===== src/rtl/ccd_shutter_pkg.sv =====
package ccd_shutter_pkg;
  typedef struct packed {
    logic lineStart;  // pixel counter restart
    logic readLine;   // readout allowed on this line
    logic vsubLine;   // this line carries a discharge pulse
    logic dualPulse;  // add the second pulse window
  } lineCtlT;
endpackage


===== src/rtl/ccd_shutter_ctrl.sv =====
module ccd_shutter_ctrl
  import ccd_shutter_pkg::*;
#(
  parameter int FRAME_W     = 8,
  parameter int LINE_W      = 10,
  parameter int FRAME_LINES = 525
) (
  input  logic               clk,
  input  logic               rstN,
  input  logic               frameSync,
  input  logic               lineSync,
  input  logic               cfgLoad,
  input  logic [1:0]         shutMode,
  input  logic [FRAME_W-1:0] frameCount,
  input  logic [LINE_W-1:0]  lineCount,
  input  logic               recordMode,
  input  logic               exposeReq,
  output lineCtlT            lineCtl,
  output logic               busy,
  output logic               cfgErr
);
  localparam logic [LINE_W-1:0] LAST_L = LINE_W'(FRAME_LINES - 1);
  localparam logic [LINE_W-1:0] OFF_L  = LINE_W'((FRAME_LINES - 1) / 2);
  localparam logic [1:0] MODE_SHUT = 2'b01;
  localparam logic [1:0] MODE_HOLD = 2'b11;

  logic [1:0]         actMode;
  logic [FRAME_W-1:0] actFrames;
  logic [LINE_W-1:0]  actStop;
  logic               actRec, actExpose;
  logic [FRAME_W-1:0] holdCnt;
  logic               readFrame, oddField;
  logic [LINE_W-1:0]  lineIdx;

  // clamp and offset of the requested line position
  logic [LINE_W-1:0] lineSat, lineFix, stopNext;
  logic              errNext;
  always_comb begin
    errNext = 1'b0;
    lineSat = lineCount;
    if (lineCount > LAST_L) begin
      lineSat = LAST_L;
      errNext = 1'b1;
    end
    lineFix = lineSat;
    if (!recordMode && lineSat <= OFF_L) begin
      lineFix = OFF_L + 1'b1;
      errNext = 1'b1;
    end
    stopNext = recordMode ? lineFix : lineFix - OFF_L;
  end

  wire acceptCfg = cfgLoad && (holdCnt == '0);

  always_ff @(posedge clk) begin
    if (!rstN) begin
      actMode   <= 2'b00;
      actFrames <= '0;
      actStop   <= '0;
      actRec    <= 1'b0;
      actExpose <= 1'b0;
      cfgErr    <= 1'b0;
    end else if (acceptCfg) begin
      actMode   <= shutMode;
      actFrames <= frameCount;
      actStop   <= stopNext;
      actRec    <= recordMode;
      actExpose <= exposeReq;
      cfgErr    <= errNext;
    end
  end

  always_ff @(posedge clk) begin
    if (!rstN) begin
      holdCnt   <= '0;
      readFrame <= 1'b0;
      oddField  <= 1'b0;
      lineIdx   <= '1;
    end else if (frameSync) begin
      lineIdx  <= '0;
      oddField <= !oddField;
      if (holdCnt == '0) begin
        readFrame <= 1'b1;
        holdCnt   <= (actMode == MODE_SHUT) ? actFrames : '0;
      end else begin
        readFrame <= 1'b0;
        holdCnt   <= holdCnt - 1'b1;
      end
    end else if (lineSync && lineIdx != '1) begin
      lineIdx <= lineIdx + 1'b1;
    end
  end

  logic shutterOn, exposeHit;
  always_comb begin
    shutterOn = readFrame && (actMode == MODE_SHUT) &&
                (lineIdx >= LINE_W'(1)) && (lineIdx <= actStop);
    exposeHit = readFrame && actExpose && (actMode != MODE_HOLD) &&
                (lineIdx == LINE_W'(1));
    lineCtl.lineStart = lineSync;
    lineCtl.readLine  = readFrame && (lineIdx == '0) && (actMode != MODE_HOLD);
    lineCtl.vsubLine  = shutterOn || exposeHit;
    lineCtl.dualPulse = shutterOn && !actRec && !oddField;
  end

  assign busy = (holdCnt != '0);


  cfg_hold_chk: assert property (@(posedge clk) disable iff (!rstN)
    (cfgLoad && busy) |=> ($stable(actStop) && $stable(actMode) && $stable(actFrames)));

  held_frame_chk: assert property (@(posedge clk) disable iff (!rstN)
    (frameSync && busy) |=> !readFrame);

  stop_range_chk: assert property (@(posedge clk) disable iff (!rstN)
    actStop <= LAST_L);

  mon_stop_chk: assert property (@(posedge clk) disable iff (!rstN)
    (actMode == MODE_SHUT && !actRec) |-> (actStop != '0));
endmodule


===== src/rtl/ccd_shutter_dp.sv =====
module ccd_shutter_dp
  import ccd_shutter_pkg::*;
#(
  parameter int LINE_CLKS   = 780,
  parameter int PULSE_START = 16,
  parameter int PULSE_W     = 8
) (
  input  logic    clk,
  input  logic    rstN,
  input  lineCtlT lineCtl,
  output logic    vsubOut,
  output logic    readoutEn
);
  localparam int PIX_W = $clog2(LINE_CLKS + 1);
  localparam logic [PIX_W-1:0] W0_LO = PIX_W'(PULSE_START);
  localparam logic [PIX_W-1:0] W0_HI = PIX_W'(PULSE_START + PULSE_W);
  localparam logic [PIX_W-1:0] W1_LO = PIX_W'(PULSE_START + 2 * PULSE_W);
  localparam logic [PIX_W-1:0] W1_HI = PIX_W'(PULSE_START + 3 * PULSE_W);

  logic [PIX_W-1:0] pixCnt;

  always_ff @(posedge clk) begin
    if (!rstN)                pixCnt <= '1;
    else if (lineCtl.lineStart) pixCnt <= '0;
    else if (pixCnt != '1)    pixCnt <= pixCnt + 1'b1;
  end

  logic inFirst, inSecond;
  always_comb begin
    inFirst   = (pixCnt >= W0_LO) && (pixCnt < W0_HI);
    inSecond  = (pixCnt >= W1_LO) && (pixCnt < W1_HI);
    vsubOut   = lineCtl.vsubLine && (inFirst || (lineCtl.dualPulse && inSecond));
    readoutEn = lineCtl.readLine;
  end


  no_overlap_chk: assert property (@(posedge clk) disable iff (!rstN)
    !(vsubOut && readoutEn));

  second_pulse_chk: assert property (@(posedge clk) disable iff (!rstN)
    (vsubOut && pixCnt >= W1_LO) |-> lineCtl.dualPulse);
endmodule


===== src/rtl/ccd_shutter_seq.sv =====
module ccd_shutter_seq
  import ccd_shutter_pkg::*;
#(
  parameter int FRAME_W     = 8,
  parameter int LINE_W      = 10,
  parameter int FRAME_LINES = 525,
  parameter int LINE_CLKS   = 780,
  parameter int PULSE_START = 16,
  parameter int PULSE_W     = 8
) (
  input  logic               clk,
  input  logic               rstN,
  input  logic               frameSync,
  input  logic               lineSync,
  input  logic               cfgLoad,
  input  logic [1:0]         shutMode,
  input  logic [FRAME_W-1:0] frameCount,
  input  logic [LINE_W-1:0]  lineCount,
  input  logic               recordMode,
  input  logic               exposeReq,
  output logic               vsubOut,
  output logic               readoutEn,
  output logic               busy,
  output logic               cfgErr
);
  lineCtlT lineCtl;

  ccd_shutter_ctrl #(
    .FRAME_W(FRAME_W), .LINE_W(LINE_W), .FRAME_LINES(FRAME_LINES)
  ) u_ctrl (
    .clk(clk), .rstN(rstN), .frameSync(frameSync), .lineSync(lineSync),
    .cfgLoad(cfgLoad), .shutMode(shutMode), .frameCount(frameCount),
    .lineCount(lineCount), .recordMode(recordMode), .exposeReq(exposeReq),
    .lineCtl(lineCtl), .busy(busy), .cfgErr(cfgErr)
  );

  ccd_shutter_dp #(
    .LINE_CLKS(LINE_CLKS), .PULSE_START(PULSE_START), .PULSE_W(PULSE_W)
  ) u_dp (
    .clk(clk), .rstN(rstN), .lineCtl(lineCtl),
    .vsubOut(vsubOut), .readoutEn(readoutEn)
  );
endmodule


===== config.mk =====
export PLATFORM = sky130hd
export DESIGN_NAME = ccd_shutter_seq
export DESIGN_NICKNAME = d
export VERILOG_FILES = /design/src/rtl/ccd_shutter_pkg.sv /design/src/rtl/ccd_shutter_ctrl.sv /design/src/rtl/ccd_shutter_dp.sv /design/src/rtl/ccd_shutter_seq.sv
export SDC_FILE = /design/constraint.sdc
export NUM_CORES = 1
export LEC_CHECK = 0
export ABC_AREA = 0
export BUFFER_PORTS_ARGS = -buffer_cell sky130_fd_sc_hd__buf_2
export CORE_ASPECT_RATIO = 1.5
export CORE_MARGIN = 2
export CORE_UTILIZATION = 55
export CTS_CLUSTER_SIZE = 14
export DETAILED_ROUTE_END_ITERATION = 10
export PLACE_DENSITY_LB_ADDON = 0.1
export SLEW_MARGIN = 25
export SYNTH_ARGS = -nofsm -noshare
export SYNTH_HDL_FRONTEND = slang
export SYNTH_SLANG_ARGS = --single-unit

===== constraint.sdc =====
create_clock -name clk -period 6.22 [get_ports clk]
set_clock_uncertainty 0.2 [all_clocks]
set_input_delay 0.311 -clock clk [delete_from_list [all_inputs] [get_ports clk]]
set_output_delay 0.311 -clock clk [all_outputs]
set_load 0.05 [all_outputs]

* After elaboration in Yosys (flattened, before gate mapping)
Cells that the tools add are included.
** Storage, ports and cells
- Register bits after elaboration :: 53
- Output and inout port bits :: 4
** Operators by class
- Add/subtract/negate cells :: 4
- $lt $le $gt $ge :: 8
- Equality and inequality tests :: 5
- Multiplexer cells :: 12
- Reductions and logical operators :: 27
** Operators with widths (count)
- 10-bit 2-to-1 mux :: 7
- 10-bit by 1-bit adder with 10-bit output (second input constant) :: 2
- 10-bit inequality test (second input constant) :: 2
- 1-bit logical AND :: 17
- 8-bit 2-to-1 mux :: 2
- 10-bit by 1-bit == test with 1-bit output (second input constant) :: 1
- 10-bit by 1-bit >= comparator with 1-bit output (second input constant) :: 1
- 10-bit by 5-bit >= comparator with 1-bit output (second input constant) :: 1
- 10-bit by 6-bit >= comparator with 1-bit output (second input constant) :: 1
- 10-bit greater-than comparator (second input constant) :: 1
- 10-bit less-or-equal comparator :: 1
- 10-bit by 9-bit less-or-equal comparator with 1-bit output (second input constant) :: 1
- 10-bit zero test :: 1
- 10-bit by 5-bit less-than comparator with 1-bit output (second input constant) :: 1
- 10-bit by 6-bit less-than comparator with 1-bit output (second input constant) :: 1
- 10-bit by 9-bit subtractor with 10-bit output (second input constant) :: 1
- 8-bit zero test :: 1
- 8-bit nonzero test :: 1
- 8-bit by 1-bit subtractor with 8-bit output (second input constant) :: 1
- 2-bit nonzero test :: 2
- 1-bit zero test :: 3
- 1-bit 2-to-1 mux :: 3
- 2-bit by 1-bit == test with 1-bit output (second input constant) :: 1
- 1-bit logical OR :: 2
- 2-bit inequality test (second input constant) :: 1

* Depth between registers and ports, before layout
Gate-level depths: netlist of the first run.
- Depth after elaboration :: 9
- Mapped depth :: 10
- Mapped depth without buffers :: 10

* Modules after synthesis
Synthesis of the first run repeated with hierarchy kept, for this count alone.
** Second synthesis, totals
- Cells, all modules :: 393
- Area, all modules :: 3126.7 um^2
** Modules (own cells, without submodules)
- ccd_shutter_ctrl :: instances 1, cells an instance 325, area an instance 2562.5 um^2, seq. area each 860.8 um^2
- ccd_shutter_dp :: instances 1, cells an instance 68, area an instance 564.3 um^2, seq. area each 200.2 um^2

* Worst setup path after synthesis of the first run
No wires, ideal clock.
- Path type :: reg2out
- From :: reg u_ctrl.lineIdx[9]
- To :: out vsubOut
- Arrival :: 3756 ps
- Data required time :: 5709 ps
- Slack :: 1953 ps
- Stages on the path, launching flop included :: 6
- Buffers on the path :: 0
- Path through :: dfxtp_1 ha_1 a211o_1 a211oi_1 o2111ai_1 a2111oi_0
** On the way
- Cells in the longest elaborated chain, start to end :: 8
- Elaborated cells on any way between the ends :: 12
- Classes of those cells :: 2 x order compare; 1 x eq/ne; 9 x reduce/logical
** RTL lines
- from (decl) :: RTL line ccd_shutter_ctrl.sv:33 : logic [LINE_W-1:0] lineIdx;
- from (signal assigned) :: RTL line ccd_shutter_ctrl.sv:90 : lineIdx <= lineIdx + 1'b1;
- 10-bit by 1-bit >= comparator with 1-bit output :: RTL line ccd_shutter_ctrl.sv:97 : (lineIdx >= LINE_W'(1)) && (lineIdx <= actStop);
- 1-bit logical AND :: RTL line ccd_shutter_ctrl.sv:96 : shutterOn = readFrame && (actMode == MODE_SHUT) &&
- 1-bit logical AND :: RTL line ccd_shutter_ctrl.sv:97
- 1-bit logical AND (2 in series) :: RTL line ccd_shutter_ctrl.sv:103 : lineCtl.dualPulse = shutterOn && !actRec && !oddField;
- 1-bit logical AND :: RTL line ccd_shutter_dp.sv:32 : vsubOut = lineCtl.vsubLine && (inFirst || (lineCtl.dualPulse && inSecond));
- 1-bit logical OR :: RTL line ccd_shutter_dp.sv:32
- 1-bit logical AND (*) :: RTL line ccd_shutter_dp.sv:32
- to (decl) :: RTL line ccd_shutter_seq.sv:21 : output logic vsubOut,
Every way passes the cells marked *; elsewhere a longest branch is shown, timed or not.

* Final worst setup path of the first run
- From :: in lineCount[8]
- To :: reg u_ctrl.actStop[5]
** On the way
- Cells in the longest elaborated chain, start to end :: 7
** RTL lines
- from (decl) :: RTL line ccd_shutter_seq.sv:18 : input logic [LINE_W-1:0] lineCount,
- 10-bit greater-than comparator :: RTL line ccd_shutter_ctrl.sv:41 : if (lineCount > LAST_L) begin
- 10-bit 2-to-1 mux (*) :: RTL line ccd_shutter_ctrl.sv:41
- 10-bit by 9-bit less-or-equal comparator with 1-bit output :: RTL line ccd_shutter_ctrl.sv:46 : if (!recordMode && lineSat <= OFF_L) begin
- 1-bit logical AND :: RTL line ccd_shutter_ctrl.sv:46
- 10-bit 2-to-1 mux (*) :: RTL line ccd_shutter_ctrl.sv:46
- 10-bit by 9-bit subtractor with 10-bit output :: RTL line ccd_shutter_ctrl.sv:50 : stopNext = recordMode ? lineFix : lineFix - OFF_L;
- 10-bit 2-to-1 mux (*) :: RTL line ccd_shutter_ctrl.sv:50
- to (signal assigned) :: RTL line ccd_shutter_ctrl.sv:66 : actStop <= stopNext;
- to (decl) :: RTL line ccd_shutter_ctrl.sv:29 : logic [LINE_W-1:0] actStop;
Marks and branches as above.
A chain may end at the register's enable or synchronous reset.

==> results by group, run 1 <==
Yosys
  • Mapped Nets: about 420
  • Sequential cell area fraction in the yosys report: 34.2%
  • Synth Register Bits: 53
  • Prevailing post-synth register cell: dfxtp_1
  • Avg Inst Size Synth: around 8.4 sq um
  • Count of cell types in the netlist: 56
  • Post-synth ARST share: 0%
  • Syn Inst Count: between 300 and 400
  • Synthesized area: between 3000 and 4000 sq um
  • Synth warnings: 0
  • Number of synthesized flops with an enable pin: 0

Layout
  • Area Overhead vs Synth: 7.86%
  • Fin nets: 435
  • Commonest non-fill, non-tap cells in the layout: 53 x dfxtp_1, 51 x nand2_1, 30 x buf_2
  • N_diodes: 0
  • Non-Filler Instances: 462
  • Commonest non-fill, non-tap cell in the layout: dfxtp_1
  • Layout cells sized above 1: between 10% and 20%
  • Final instance area: 3350 sq um

Pwr
  • Final Power: around 0.0010 W
  • Leak: around 1.3 nW
  • Pwr Density: around 310 nW/um^2
  • Worst vdd ir: approximately 0.22 mV

Global routing
  • Remaining Overflow, GRT: 0
  • Met3 Use GR: 3.39%
  • Initial antenna violation count: 0
  • Gr usage total: between 20% and 30%
  • Largest net degree at the start of global routing: 57
  • Met2 usage: about two fifths
  • GR met1 Demand/Resource: between 20% and 30%
  • Vias in the first global route: approximately 2500
  • First-pass GRT wire length: 11400 microns
  • Top Usage Layer GRT: met2

Place
  • Dpl cells: approximately 450
  • GPL Wtd Cong: just over 0.8
  • Cell Area, Placed: approximately 3200 sq um
  • IO Port Bufs: 30
  • DP HPWL: roughly 4800 microns

Critical path
  • Worst reg2reg path startpoint: u_ctrl.holdCnt[2]
  • CP Launch Type: input pin
  • Setup crit end kind: flop
  • Reg2reg path depth: 5
  • FF-to-FF setup slack: between 3 and 4 ns
  • Critical setup path kind: input pin to flop
  • CP required: 6.26 ns
  • RR Endpoint: u_ctrl.actStop[7]
  • Critical-path maximum fanout: 7
  • CP arrival: ~3.4 ns

Hold path
  • Min-delay worst type: input pin to flop
  • Hold Path Depth: 3
  • Hold path start: shutMode[1]
  • Hold Path End: u_ctrl.actMode[1]

Drt
  • Initial DRC count: ~160
  • Vias per cell: 6.05
  • Mean routed wirelength per cell: between 10 and 15 microns
  • Pre-antenna DRT Iters: 4
  • Routed Antenna Nets: 0
  • Final wirelength: approximately 6700 microns
  • DRC errors left: 0
  • Vias: ~2800

Die
  • Die Footprint: roughly 6300 sq um
  • Row count: 33
  • I/O pin cnt: 31
  • Die W: 65.3 microns
  • Core area: 5450 sq um
  • Initial core utilization: roughly 57%
  • Die height: 96.0 microns

Outcome
  • Status: finished, final reports clean

STA
  • Setup_tns: 0 ns
  • Final Hold Fails: 0
  • Slew headroom: a little under two fifths
  • Final setup viols: 0
  • Final slew viol count: 0
  • Period utilization: 54.0%
  • Fmax: slightly below 300 MHz
  • Fin crit period: 3.36 ns
  • Final hold slack: around 0.038 ns
  • Worst-Margin Slew: about 0.94 ns
  • RSZ-0062 raised after global routing: false

Clocking
  • TritonCTS clock tree: built
  • CTS Sinks: 53
  • Root Buffer Master: clkbuf_8
  • Post-CTS Repair Setup Buffers: 0
  • Post_cts resized: 0
  • Worst-Skew Late Latency: around 0.31 ns
  • Worst-path clk slew: ~0.10 ns
  • Max Root-Sink Buffers: 2
  • H-tree depth: 2
  • CTS Buf Count: 5
  • Count of hold buffers inserted by post-cts repair: 0

Job
  • Max cap viols: 0
kinds of logic (layout without fill, tap and decap cells):
| kind of cell | Yosys count | after routing | synth area share (%) |
|---|---|---|---|
| buffers and inverters | 36 | 57 | 5.69 |
| AOI/OAI and AO/OA | 103 | 103 | 24.1 |
| DFF | 53 | 53 | 34.2 |
| muxes | 5 | 5 | 1.61 |
| xor gates and xnor gates | 16 | 16 | 4.52 |
| adders and majority gates | 17 | 17 | 6.85 |
| and+or+nand+nor | 141 | 141 | 23.1 |
cell type report:
cell class,count,area [sq um]
repair buffers,30,150
inverters,19,71.3
multi-input cells,282,1870
clock inverters,2,38.8
fillers,545,2100
flip-flops and latches,53,1060
well taps,70,87.6
clock buffers,6,72.6
how the worst max path moves through the flow:
stage	slack, ns	end	start	depth (start not counted)
floorplan	1.95	vsubOut	u_ctrl.lineIdx[9]	5
finish	2.86	u_ctrl.actStop[5]	lineCount[8]	11
global route	2.70	u_ctrl.actStop[5]	lineCount[8]	11
global placement	2.68	u_ctrl.actStop[5]	lineCount[8]	11
CTS	2.92	u_ctrl.actStop[5]	lineCount[8]	11
detailed placement	2.61	u_ctrl.actStop[5]	lineCount[8]	11
metrics by stage:
stage	worst slack, ns	utilization, %
after floorplan	1.95	-
after global placement	2.68	59.4
after detailed placement	2.61	59.4
after CTS	2.92	61.4
after global routing	2.70	61.4
final	2.86	61.4
critical path, cell delays in order:
cell      delay [ns]
buf_2           0.14
or4_4           0.59
o31ai_4         0.35
a21boi_4        0.31
nand2b_1        0.09
ha_1            0.24
or4_2           0.69
o21ai_0         0.20
a22oi_1         0.09
and4b_1         0.27
a32o_1          0.12
synthesized netlist by cell type, drive strengths merged, types with 5 or more instances:
cell,number,area [sq um]
xor2,10,87.6
o21ai,27,135
a31oi,5,31.3
nor2,17,63.8
dfxtp,53,1060
nand2,51,191
o31ai,5,65.1
xnor2,6,52.6
mux2i,5,50.1
inv,19,71.3
nor3,7,35.0
clkbuf,13,82.6
o21a,6,45.0
a21boi,17,139
nand4,9,56.3
nand3,19,95.1
ha,17,213
a21oi,11,55.1
per-layer routing:
layer / vias to the layer above / share of wire, % / wire, microns
met2: 73 / 50 / 3370
met3: 19 / 3.5 / 236
met1: 1309 / 43 / 2920
li1: 1395 / - / -
met4: 0 / 2.7 / 182
met5: - / 0 / 0
where the power goes:
part | switching (W) | total [W] | internal [W]
logic | 0.000214 | 0.000344 | 0.000130
clock network | 0.000113 | 0.000234 | 0.000121
registers | 0.0000479 | 0.000445 | 0.000397
total | 0.000375 | 0.00102 | 0.000648
registers in the layout (all words and copies together), names as in the netlist:
name / cells
u_ctrl.readFrame: 1
u_ctrl.actRec: 1
u_ctrl.actStop: 10
u_ctrl.actFrames: 8
u_dp.pixCnt: 10
u_ctrl.oddField: 1
u_ctrl.cfgErr: 1
u_ctrl.actMode: 2
u_ctrl.actExpose: 1
u_ctrl.lineIdx: 10
u_ctrl.holdCnt: 8
(Power assumes the default switching activity.)
==> run 2: changes to the inputs <==
- CORE_UTILIZATION: 55 -> 53
- clock period: 6.22 -> 2.7 ns (I/O delays scaled with it)
==> results by group, run 2 (synthesis results as in run 1) <==
Global routing
  • Largest net degree at the start of global routing: 40
  • Gr usage total: between 20% and 30%
  • Vias in the first global route: about 2700
  • Initial antenna violation count: 0
  • Remaining Overflow, GRT: 0
  • First-pass GRT wire length: about 12000 microns

STA
  • Setup_tns: 0 ns
  • Worst Setup Slack, final: 0.0868 ns
  • Fmax: between 300 and 400 MHz
  • Slew headroom: between 50% and 60%
  • Final slew viol count: 0
  • Period utilization: ~97%
  • Final Hold Fails: 0
  • Fin crit period: around 2.6 ns
  • Worst-Margin Slew: slightly above 0.6 ns
  • Final setup viols: 0

Critical path
  • Reg2reg path depth: 9
  • CP Launch Type: flop
  • FF-to-FF setup slack: a little under 0.6 ns
  • CP arrival: ~2.3 ns
  • Slowest stage cell on the critical path: dfxtp_1
  • CP Cell Sequence: ha_4, a211o_1, a211oi_2, o2111ai_2, a2111oi_2, buf_4
  • Critical-path maximum fanout: 3
  • CP max stage delay: 0.40 ns
  • Setup crit end kind: output port
  • CP required: 2.37 ns
  • RR Endpoint: u_ctrl.holdCnt[2]
  • Critical setup path kind: flop to output port
  • WP depth: 6
  • CP top delay family: compound AO/OA/AOI/OAI gates
  • Critical path buffers and inverters: 1
  • Worst reg2reg path startpoint: u_ctrl.holdCnt[0]

Hold path
  • Hold path start: recordMode
  • Hold Path Depth: 3
  • Min-delay worst type: input pin to flop
  • Hold Path End: u_ctrl.actStop[8]

Layout
  • N_diodes: 0
  • Commonest non-fill, non-tap cell in the layout: nand2_1
  • Fin nets: 468
  • Finished Core Util: about 66%
  • Final instance area: 3790 sq um
  • Area of the multi-input gates: approximately 2000 sq um
  • Area Overhead vs Synth: 22.0%
  • Seq. cell area: roughly 1100 sq um
  • Regs by FF count: u_ctrl.actStop (10), u_ctrl.lineIdx (10), u_dp.pixCnt (10)
  • Layout cells sized above 1: about 22%
  • Filler cells: 494
  • Commonest non-fill, non-tap cells in the layout: 51 x nand2_1, 42 x dfxtp_1, 28 x buf_2

Clocking
  • Max Root-Sink Buffers: 2
  • Worst-path clk slew: 0.09 ns
  • Worst-Skew Late Latency: ~0.30 ns
  • Root Buffer Master: clkbuf_8
  • CTS Buf Count: 5
  • Post-CTS Repair Setup Buffers: 0
  • TritonCTS clock tree: built
  • CTS Sinks: 53
  • H-tree depth: 2

Pwr
  • Pwr Density: roughly 630 nW/um^2
  • Leak: approximately 1.5 nW
  • Worst vdd ir: between 0.4 and 0.5 mV

Drt
  • DRC errors left: 0
  • Vias: around 2900
  • Routed Antenna Nets: 0
  • Initial DRC count: about 150
  • Mean routed wirelength per cell: about 14 microns
  • Pre-antenna DRT Iters: 4
  • Final wirelength: 7000 microns
  • Vias per cell: 5.75

Die
  • Core area: roughly 5700 sq um
  • Die height: roughly 98 microns
  • Row count: 34
  • Die W: about 66 microns
  • Die Footprint: 6500 sq um
  • Initial core utilization: between 50 and 60%
  • I/O pin cnt: 31

Place
  • DP HPWL: approximately 5100 microns
  • Place WS: -0.106 ns
  • Cell Area, Placed: around 3400 sq um
  • GPL Wtd Cong: 0.888
  • IO Port Bufs: 30

Outcome
  • Status: finished, final reports clean

Job
  • Max cap viols: 0
-- run 2: cell types whose count changed in the layout (fill, tap and decap cells not counted), moves of 4 or more --
cell,change
dfxtp_2,+7
dlygate4sd3_1,+12
buf_4,+22
ha_1,-8
ha_4,+7
dfxtp_1,-11
dfxtp_4,+4
-- run 2: stage by stage --
step / instances / total power (W) / hold slack (ns)
6_report: 497 / 0.00239 / 0.0267
2_1_floorplan: 371 / 0.00167 / 0.0799
4_1_cts: 498 / 0.00235 / 0.0242
5_1_grt: 497 / 0.00259 / 0.0409
3_5_place_dp: 477 / 0.00188 / 0.195
3_3_place_gp: 477 / 0.00186 / 0.185
-- run 2: final cells by class --
class                      instances  share of cell area (%)
sequential                        53                    28.7
inverter                          19                    1.88
timing repair buffer              63                    11.6
multi-input combinational        282                    53.2
clock buffer                       6                    1.92
clock inverter                     2                   0.397
tap                               72                    2.38
-- run 2: worst max path at each step --
stage | start | endpoint | slack (ns)
3_3_place_gp | lineCount[5] | u_ctrl.actStop[5] | -0.04
4_1_cts | u_ctrl.actStop[9] | vsubOut | 0.009
2_1_floorplan | lineCount[5] | u_ctrl.actStop[5] | -0.1
5_1_grt | u_ctrl.actStop[9] | vsubOut | -0.006
3_5_place_dp | lineCount[5] | u_ctrl.actStop[5] | -0.11
6_report | u_ctrl.lineIdx[9] | vsubOut | 0.09
-- run 2: timing repair --
item,CTS,global route
resized for setup,4,30
setup endpoints to repair,1,3
pin swaps,1,10
endpoints found under the hold margin,14,0
hold buffers,13,0
gates cloned,0,0
-- run 2: tightest hold or removal path: stages --
cell and delay, ns:
buf_2 0.18, nand3_1 0.09, a31oi_1 0.07
-- run 2: where the power goes --
| part | switching (W) | internal [W] |
|---|---|---|
| registers | 0.000109 | 0.000918 |
| logic | 0.000522 | 0.000394 |
| clock network | 0.000260 | 0.000183 |
-- run 2: routing by layer --
layer  GRT usage, %  wire length [microns]  up-vias  share of wire, %
li1               -                      -     1461                 -
met1           27.6                   3110     1335                44
met2           40.2                   3580       49                51
met3           3.36                    163       12               2.3
met4           7.22                    144        0               2.1
met5              0                      0        -                 0
